==> src/rtl/bdp_pkg.sv <==
package bdp_pkg;
  localparam int unsigned DATA_W  = 16;
  localparam int unsigned LANE_W  = 8;
  localparam int unsigned N_LANES = DATA_W / LANE_W;
  localparam int unsigned N_BANKS = 4;
  localparam int unsigned BA_W    = $clog2(N_BANKS);
  localparam int unsigned N_PORTS = 2;

  typedef logic [DATA_W-1:0]  word_t;
  typedef logic [N_LANES-1:0] lane_t;
  typedef logic [BA_W-1:0]    bank_t;
  typedef enum logic {PORT_L = 1'b0, PORT_R = 1'b1} port_e;
endpackage

==> src/rtl/bdp_port_ctrl.sv <==
module bdp_port_ctrl
  import bdp_pkg::*;
#(
  parameter port_e PORT = PORT_L
) (
  input  logic               clk_i,
  input  logic               rst_ni,
  input  logic               ce0_n_i,
  input  logic               ce1_i,
  input  logic               rw_n_i,
  input  logic               ub_n_i,
  input  logic               lb_n_i,
  input  logic               mb_sel_n_i,
  input  bank_t              ba_i,
  input  logic [N_BANKS-1:0] bank_sel_i,
  input  word_t              bank_rd_i [N_BANKS],
  output logic               acc_o,
  output logic               wr_o,
  output lane_t              be_o,
  output word_t              rdata_o
);
  logic  owns;
  logic  rd_q;
  bank_t ba_q;
  lane_t be_q;

  assign owns  = (bank_sel_i[ba_i] == logic'(PORT));
  assign acc_o = !ce0_n_i && ce1_i && mb_sel_n_i && owns;
  assign wr_o  = !rw_n_i;
  assign be_o  = {~ub_n_i, ~lb_n_i};

  always_ff @(posedge clk_i or negedge rst_ni) begin
    if (!rst_ni) begin
      rd_q <= 1'b0;
      ba_q <= '0;
      be_q <= '0;
    end else begin
      rd_q <= acc_o && rw_n_i;
      ba_q <= ba_i;
      be_q <= be_o;
    end
  end

  // lane mask on the registered bank word
  always_comb begin
    rdata_o = '0;
    if (rd_q) begin
      for (int i = 0; i < N_LANES; i++) begin
        if (be_q[i]) rdata_o[i*LANE_W +: LANE_W] = bank_rd_i[ba_q][i*LANE_W +: LANE_W];
      end
    end
  end
endmodule

==> src/rtl/bdp_bank.sv <==
module bdp_bank
  import bdp_pkg::*;
#(
  parameter int unsigned WORD_AW = 6,
  parameter int unsigned BANK_ID = 0,
  localparam int unsigned DEPTH  = 1 << WORD_AW
) (
  input  logic               clk_i,
  input  logic               owner_i,
  input  logic               acc_i   [N_PORTS],
  input  logic               wr_i    [N_PORTS],
  input  lane_t              be_i    [N_PORTS],
  input  bank_t              ba_i    [N_PORTS],
  input  logic [WORD_AW-1:0] addr_i  [N_PORTS],
  input  word_t              wdata_i [N_PORTS],
  output word_t              rd_o
);
  word_t mem [DEPTH];
  word_t rd_q;
  logic  hit;

  // ownership already gates acc_i; only the owner's request is looked at
  assign hit  = acc_i[owner_i] && (ba_i[owner_i] == bank_t'(BANK_ID));
  assign rd_o = rd_q;

  always_ff @(posedge clk_i) begin
    if (hit) begin
      if (wr_i[owner_i]) begin
        for (int i = 0; i < N_LANES; i++) begin
          if (be_i[owner_i][i])
            mem[addr_i[owner_i]][i*LANE_W +: LANE_W] <= wdata_i[owner_i][i*LANE_W +: LANE_W];
        end
      end else begin
        rd_q <= mem[addr_i[owner_i]];
      end
    end
  end
endmodule

==> src/rtl/bank_dpram.sv <==
module bank_dpram
  import bdp_pkg::*;
#(
  parameter int unsigned WORD_AW = 6
) (
  input  logic               clk_i,
  input  logic               rst_ni,
  input  logic [N_BANKS-1:0] bank_sel_i,
  input  logic               l_ce0_n_i,
  input  logic               l_ce1_i,
  input  logic               l_rw_n_i,
  input  logic               l_ub_n_i,
  input  logic               l_lb_n_i,
  input  logic               l_mb_sel_n_i,
  input  logic [BA_W-1:0]    l_ba_i,
  input  logic [WORD_AW-1:0] l_addr_i,
  input  logic [DATA_W-1:0]  l_wdata_i,
  output logic [DATA_W-1:0]  l_rdata_o,
  input  logic               r_ce0_n_i,
  input  logic               r_ce1_i,
  input  logic               r_rw_n_i,
  input  logic               r_ub_n_i,
  input  logic               r_lb_n_i,
  input  logic               r_mb_sel_n_i,
  input  logic [BA_W-1:0]    r_ba_i,
  input  logic [WORD_AW-1:0] r_addr_i,
  input  logic [DATA_W-1:0]  r_wdata_i,
  output logic [DATA_W-1:0]  r_rdata_o
);
  logic               ce0_n [N_PORTS];
  logic               ce1   [N_PORTS];
  logic               rw_n  [N_PORTS];
  logic               ub_n  [N_PORTS];
  logic               lb_n  [N_PORTS];
  logic               mb_n  [N_PORTS];
  bank_t              ba    [N_PORTS];
  logic [WORD_AW-1:0] addr  [N_PORTS];
  word_t              wdata [N_PORTS];
  word_t              rdata [N_PORTS];
  logic               acc   [N_PORTS];
  logic               wr    [N_PORTS];
  lane_t              be    [N_PORTS];
  word_t              bank_rd [N_BANKS];

  assign ce0_n = '{l_ce0_n_i, r_ce0_n_i};
  assign ce1   = '{l_ce1_i, r_ce1_i};
  assign rw_n  = '{l_rw_n_i, r_rw_n_i};
  assign ub_n  = '{l_ub_n_i, r_ub_n_i};
  assign lb_n  = '{l_lb_n_i, r_lb_n_i};
  assign mb_n  = '{l_mb_sel_n_i, r_mb_sel_n_i};
  assign ba    = '{l_ba_i, r_ba_i};
  assign addr  = '{l_addr_i, r_addr_i};
  assign wdata = '{l_wdata_i, r_wdata_i};
  assign l_rdata_o = rdata[0];
  assign r_rdata_o = rdata[1];

  for (genvar p = 0; p < N_PORTS; p++) begin : g_port
    bdp_port_ctrl #(
      .PORT(p == 0 ? PORT_L : PORT_R)
    ) u_ctrl (
      .clk_i      (clk_i),
      .rst_ni     (rst_ni),
      .ce0_n_i    (ce0_n[p]),
      .ce1_i      (ce1[p]),
      .rw_n_i     (rw_n[p]),
      .ub_n_i     (ub_n[p]),
      .lb_n_i     (lb_n[p]),
      .mb_sel_n_i (mb_n[p]),
      .ba_i       (ba[p]),
      .bank_sel_i (bank_sel_i),
      .bank_rd_i  (bank_rd),
      .acc_o      (acc[p]),
      .wr_o       (wr[p]),
      .be_o       (be[p]),
      .rdata_o    (rdata[p])
    );
  end

  for (genvar b = 0; b < N_BANKS; b++) begin : g_bank
    bdp_bank #(
      .WORD_AW (WORD_AW),
      .BANK_ID (b)
    ) u_bank (
      .clk_i   (clk_i),
      .owner_i (bank_sel_i[b]),
      .acc_i   (acc),
      .wr_i    (wr),
      .be_i    (be),
      .ba_i    (ba),
      .addr_i  (addr),
      .wdata_i (wdata),
      .rd_o    (bank_rd[b])
    );
  end
endmodule

==> config.mk <==
export PLATFORM = sky130hd
export DESIGN_NAME = bank_dpram
export DESIGN_NICKNAME = d
export VERILOG_FILES = /design/src/rtl/bdp_pkg.sv /design/src/rtl/bdp_port_ctrl.sv /design/src/rtl/bdp_bank.sv /design/src/rtl/bank_dpram.sv
export SDC_FILE = /design/constraint.sdc
export NUM_CORES = 2
export LEC_CHECK = 0
export ABC_CLOCK_PERIOD_IN_PS = 4700
export BUFFER_PORTS_ARGS = -buffer_cell sky130_fd_sc_hd__buf_2
export CORE_MARGIN = 4
export CORE_UTILIZATION = 30
export CTS_CLUSTER_DIAMETER = 150
export DETAILED_ROUTE_END_ITERATION = 16
export GPL_TIMING_DRIVEN = 0
export MAX_ROUTING_LAYER = met4
export SLEW_MARGIN = 15
export SYNTH_ARGS = -nofsm -noshare
export SYNTH_HDL_FRONTEND = slang
export SYNTH_SLANG_ARGS = --single-unit
export TNS_END_PERCENT = 20
==> constraint.sdc <==
create_clock -name clk_i -period 4.7 [get_ports clk_i]
set_input_delay 0.47 -clock clk_i [delete_from_list [all_inputs] [get_ports clk_i]]
set_output_delay 0.47 -clock clk_i [all_outputs]
set_load 0.01 [all_outputs]
**Yosys cells after proc, flatten, opt, wreduce, memory -nomap -nowiden**

Memory sizes are Yosys's and may differ from the RTL's. A register that Yosys moved wholly into a read port is not among the register bits.
Index checks and enable logic that the tools add are counted.
W data, S select, Z words.

- Magnitude comparators: 8
- Eq/ne operators: 3
- Muxes and demuxes: 120
- Bitwise operators: 15
- Reduce and logical (&&, ||, !) cells: 21

Operators by type and width:

| operator | number |
|---|---|
| $mux W16 | 18 |
| $mux W6 | 12 |
| $bmux W16 S2 | 2 |
| $mux W1 | 58 |
| $mux W2 | 24 |
| $mux W8 | 4 |
| $logic_and A1 B1 Y1 | 12 |
| $not A1 Y1 | 9 |
| $ge A2 B2 Y1 const B | 4 |
| $not A1 Y2 | 4 |
| $reduce_and A2 Y1 | 4 |
| $ge A3 B3 Y1 const B | 2 |
| $lt A2 B3 Y1 const B | 2 |
| $not A2 Y3 | 2 |
| $bmux W1 S2 | 2 |
| $eq A2 B2 Y1 const B | 2 |
| $logic_not A1 Y1 | 4 |
| $eq A2 B1 Y1 const B | 1 |
| $logic_not A2 Y1 | 1 |

- Register bits: 10
- Memory bits (writable): 4096
- Bits of input ports: 66
- Output and inout bits: 32
- Logic and storage cells: 177
- Memories kept: 4

Memory list:

| name | words | bits a word | read ports | clocked after Yosys merged registers in | wr ports | line | text |
|---|---|---|---|---|---|---|---|
| g_bank[0].u_bank.mem | 64 | 16 | 1 | 1 | 1 | bdp_bank.sv:18 | `word_t mem [DEPTH];` |
| g_bank[1].u_bank.mem | 64 | 16 | 1 | 1 | 1 | bdp_bank.sv:18 |  |
| g_bank[2].u_bank.mem | 64 | 16 | 1 | 1 | 1 | bdp_bank.sv:18 |  |
| g_bank[3].u_bank.mem | 64 | 16 | 1 | 1 | 1 | bdp_bank.sv:18 |  |

**Logic depth before layout (Yosys ltp)**

- Depth after elaboration: 10
- Depth in mapped cells: 11
- Depth with buffers taken out: 6

**By module**

From an unflattened synthesis, not the netlist that was laid out.

- Cell total of the unflattened synthesis: 8515
- Area, all modules: 154116.6 µm²

By module, submodules not included:

| module | instances | cells each | area an instance (µm²) | sequential area each (µm²) |
|---|---|---|---|---|
| bdp_bank at g_bank[3].u_bank | 1 | 2104 | 38189.1 | 31230.0 |
| bdp_bank at g_bank[0].u_bank | 1 | 2104 | 38185.4 | 31230.0 |
| bdp_bank at g_bank[2].u_bank | 1 | 2104 | 38171.6 | 31230.0 |
| bdp_bank at g_bank[1].u_bank | 1 | 2105 | 38161.6 | 31230.0 |
| bdp_port_ctrl at g_port[1].u_ctrl | 1 | 49 | 706.9 | 125.1 |
| bdp_port_ctrl at g_port[0].u_ctrl | 1 | 49 | 701.9 | 125.1 |

**Worst setup path before layout**

Ideal clock, no wire load.

- Path type: input -> register
- From: input port bank_sel_i[0]
- To: register g_bank[0].u_bank.rd_q[0] (read register of g_bank[0].u_bank.mem) (enable)
- Library setup time: 0.388 ns
- Arrival time: 2.415 ns
- Required time: 4.312 ns
- Slack: 1.897 ns
- Stages: 7
- Path buffers: 5
- Path through: buf_2 -> buf_2 -> buf_2 -> buf_2 -> clkbuf_1 -> mux2i_1 -> nor2_1

- Cells in the longest elaborated chain, start to end: 9
- Elaborated cells between the ends (all ways): 24
- Those cells by class: 16 x mux; 3 x bitwise; 5 x reduce/logical

Ends and longest elaborated chain:

| element | line | text |
|---|---|---|
| start: declaration | bank_dpram.sv:8 | `input logic [N_BANKS-1:0] bank_sel_i,` |
| $bmux W1 S2 | bdp_port_ctrl.sv:27 | `assign owns = (bank_sel_i[ba_i] == logic'(PORT));` |
| $mux W1 (not written as such) | bdp_port_ctrl.sv:27 |  |
| $not A1 Y1 | bdp_port_ctrl.sv:27 |  |
| $logic_and A1 B1 Y1 | bdp_port_ctrl.sv:28 | `assign acc_o = !ce0_n_i && ce1_i && mb_sel_n_i && owns;` |
| $mux W1 (not written as such) (3 in series) | bdp_bank.sv:23 | `assign hit = acc_i[owner_i] && (ba_i[owner_i] == bank_t'(BANK_ID));` |
| $logic_and A1 B1 Y1 | bdp_bank.sv:23 |  |
| $reduce_and A2 Y1 (no line) | n/a |  |
| end: declaration | bdp_bank.sv:19 | `word_t rd_q;` |

Several ways; a longest one is shown, not always the timed one. The select of a mux whose other input is x is not followed.

**Worst setup path after layout**

- From: input port l_ba_i[0]
- To: memory g_bank[1].u_bank.mem[59][3] in the netlist's numbering (enable)

- Cells in the longest elaborated chain, start to end: 10
- Elaborated cells between the ends (all ways): 14
- Those cells by class: 1 x eq/ne; 10 x mux; 1 x bitwise; 2 x reduce/logical

Ends and longest elaborated chain:

| element | line | text |
|---|---|---|
| start: declaration | bank_dpram.sv:15 | `input logic [BA_W-1:0] l_ba_i,` |
| $bmux W1 S2 | bdp_port_ctrl.sv:27 |  |
| $mux W1 (not written as such) | bdp_port_ctrl.sv:27 |  |
| $not A1 Y1 | bdp_port_ctrl.sv:27 |  |
| $logic_and A1 B1 Y1 | bdp_port_ctrl.sv:28 |  |
| $mux W1 (not written as such) (3 in series) | bdp_bank.sv:23 |  |
| $logic_and A1 B1 Y1 * | bdp_bank.sv:23 |  |
| $mux W1 * | bdp_bank.sv:27 | `if (hit) begin` |
| $mux W1 (not written as such) * | bdp_bank.sv:31 | `mem[addr_i[owner_i]][i*LANE_W +: LANE_W] <= wdata_i[owner_i][i*LANE_W +: LANE_W];` |
| end: declaration | bdp_bank.sv:18 |  |

Every way passes the cells marked *; elsewhere a longest branch is shown, timed or not. The select of a mux whose other input is x is not followed.

==> impl_metrics.csv <==
group,metric,value,unit
critical_path,crit_path_start_kind,"input port",
final_layout,post_route_cells_drive_above_1_share,0.127,
critical_path,timing.setup.critical_path_class,"in2reg",
route,wl_per_cell,31.6,µm
sta,clock_skew,0.0699,ns
final_layout,final_common_cell,"edfxtp_1",
route,vias_per_cell,5.67,
logic_synthesis,syn_inst,8616,
sta,finalSetupViolations,15,
place,port_buffers,91,
route,wl,523000,µm
pwr,seq_power_share,0.525,
final_layout,fin_nets,9222,
global_route,grt_usage,0.195,
logic_synthesis,ys_seq_area_frac,0.809,
sta,final.setup.tns,-0.121,ns
sta,worst-slew-pin-transition,1.43,ns
cts,clockBufferDepth,4,
route,drt_pass1_iterations,7,
critical_path,cp.required,5.27,ns
sta,relSlewSlack,0.0465,
sta,max_freq,212,MHz
global_route,grt_max_degree,65,
sta,setup_ws,-0.0168,ns
die,io_pins,98,
sta,period_minus_slack,4.72,ns
final_layout,instances_no_fill,16539,
logic_synthesis,async_flop_share,0.00240,
cts,insertion_delay,1.01,ns
final_layout,syn_to_final_growth,15.2,%
sta,slew_violations,0,
logic_synthesis,synth_top_area_share,0.807,
critical_path,critical_path_arrival,5.29,ns
pwr,p_clk_frac,0.414,
cts,cts_root_buf,"clkbuf_16",
die,start_util,0.301,
global_route,grt_pass1_vias,86272,
global_route,antenna_found_initial,94,
logic_synthesis,syn_area,155000,µm²
sta,rsz0062_at_grt,"false",
pwr,powerDensity,441,nW/µm²
logic_synthesis,syn_nets,8682,
place,placed_cells,15621,
pwr,power.switching,0.0181,W
final_layout,layout_common_cells,"edfxtp_1 (4160), a22oi_1 (2034), nor2_1 (550)",
cts,cts_tree,"done",
pwr,p_int,0.0605,W
critical_path,critPathMaxFanout,8,
pwr,power.leakage,52.8,nW
run_status,status,"finished with violations",
critical_path,worst_setup_path_end_kind,"register",
global_route,grt.overflow.total,0,
pwr,total_power,0.0786,W
flow_run,drv_cap,0,
pwr,p_comb_frac,0.061,
cts,cts_resized,0,
route,route.detailed.drc,0,
cts,cts_buffers,413,
cts,htree_levels,5,
run_status,violations,"setup timing",
pwr,vdd_drop_max,0.354,mV
logic_synthesis,synth_top_cell_by_area,"edfxtp_1",
logic_synthesis,ys_warn_count,0,
die,die_h,726,µm
min_path,hold_class,"in2reg",
logic_synthesis,avgSynthCellArea,18.0,µm²
route,antenna_left,0,
die,fp.dieW,726,µm
route,vias,93770,
pwr,swShare,0.231,
route,drt_iter0_drc,15488,
sta,whs,0.0910,ns
logic_synthesis,synth-edff-count,4160,
die,rows,263,
logic_synthesis,ys_ff_latch,4170,
cts,clk_pin_slew,0.06,ns
die,die_area,528000,µm²
logic_synthesis,synth_ff_type,"edfxtp_1",
place,hpwlAfterDp,353000,µm
sta,hold_violations,0,
logic_synthesis,synth_area_leaders,"edfxtp_1 (81%), a22oi_1 (9.9%), nor2_1 (1.4%)",
sta,fin_crit_sh,1.00,
logic_synthesis,yosys.cell_types.count,60,
global_route,grt_first_pass_wirelength,707000,µm
cts,cts.sinks,4170,
die,core,514000,µm²
place,globalplace.congestion,1.01,
==> final timing paths <==
check                                            startpoint  slack [ns]                           to  depth (start not counted)
worst max-delay path                              l_ba_i[0]       -0.02  g_bank[1].u_bank.mem[59][3]                          7
worst min-delay path                           l_wdata_i[3]        0.09  g_bank[1].u_bank.mem[14][3]                          2
worst max register to register   g_bank[3].u_bank.mem[5][0]        1.68     g_bank[3].u_bank.rd_o[0]                          4
worst min register to register  g_bank[3].u_bank.mem[50][1]        0.87     g_bank[3].u_bank.rd_o[1]                          4
max in group asynchronous                            rst_ni        4.28     g_port[1].u_ctrl.ba_q[1]                          2
min in group asynchronous                            rst_ni        0.19     g_port[0].u_ctrl.ba_q[0]                          2
==> sequential cells by signal, indices dropped and copies added, names as in the netlist <==
| register | cells |
|---|---|
| g_port.u_ctrl.rd_q | 2 |
| g_port.u_ctrl.ba_q | 4 |
| g_port.u_ctrl.be_q | 4 |
| g_bank.u_bank.rd_o | 64 |
| g_bank.u_bank.mem | 4096 |
==> stage by stage <==
| step | cell area, µm² | setup WS, ns | utilization |
|---|---|---|---|
| after floorplan | 155000 | 1.90 | - |
| after global placement | 164000 | -0.230 | 0.319 |
| after detailed placement | 165000 | -0.0755 | 0.320 |
| after CTS | 178000 | 0.427 | 0.346 |
| after global routing | 178000 | 0.248 | 0.347 |
| final | 178000 | -0.0168 | 0.347 |
==> area by class of cell <==
cell class / instances / area (µm²)
Antenna cell: 148 / 370
Buffer: 577 / 2910
Clock buffer: 502 / 10800
Clock inverter: 258 / 2290
Fill cell: 48120 / 335000
Inverter: 9 / 33.8
Multi-Input combinational cell: 3860 / 27000
Sequential cell: 4170 / 125000
Tap cell: 6890 / 8620
Timing Repair Buffer: 125 / 998
==> per-layer routing <==
metal | wire, µm | part of all wire | up-vias | track usage
met1 | 193000 | 0.37 | 48174 | 0.252
met2 | 229000 | 0.44 | 6840 | 0.280
met3 | 76800 | 0.15 | 1188 | 0.0658
met5 | 0 | 0 | - | -
met4 | 23500 | 0.045 | 0 | 0.0772
li1 | - | - | 37568 | -
==> synth_stat cells (34+ instances only) <==
library cell	number
mux4_2	34
nand2_1	84
nand4_1	329
nor2_1	565
a41oi_1	224
mux2_2	69
a22oi_1	2034
mux2i_1	49
buf_4	49
buf_2	254
edfxtp_1	4160
a21oi_1	224
clkbuf_1	224
==> cells by family (layout without fill, tap and decap cells) <==
| kind of cell | Yosys count | count (layout) | share of synthesized area |
|---|---|---|---|
| buf+inv | 586 | 1471 | 0.0190 |
| compound gates | 2604 | 2604 | 0.125 |
| flops | 4170 | 4170 | 0.809 |
| mux | 153 | 153 | 0.0132 |
| other cells | 0 | 148 | 0 |
| simple gates | 1103 | 1103 | 0.0341 |
==> power by group through the flow <==
stage,Clock [W],Combinational [W],Sequential [W]
global route,0.0342,0.00486,0.0412
finish,0.0326,0.00479,0.0413
global placement,0,0.00443,0.0421
detailed placement,0,0.00457,0.0421
floorplan,0,0.00210,0.0420
CTS,0.0326,0.00460,0.0413
==> critical path, stage by stage <==
cell           delay, ns
dlygate4sd3_1       0.52
buf_2               0.40
and4b_1             0.72
a32oi_1             0.24
nor2_1              0.92
nand2_1             0.89
nor2_1              1.07
==> timing repair <==
| item | in CTS | in global routing |
|---|---|---|
| hold endpoints to repair | 20 | 0 |
| hold buffers | 10 | 0 |
| setup endpoints to repair | 0 | 0 |
| setup buffers | 0 | 0 |
No activity file was read; power rests on OpenSTA's default activity.
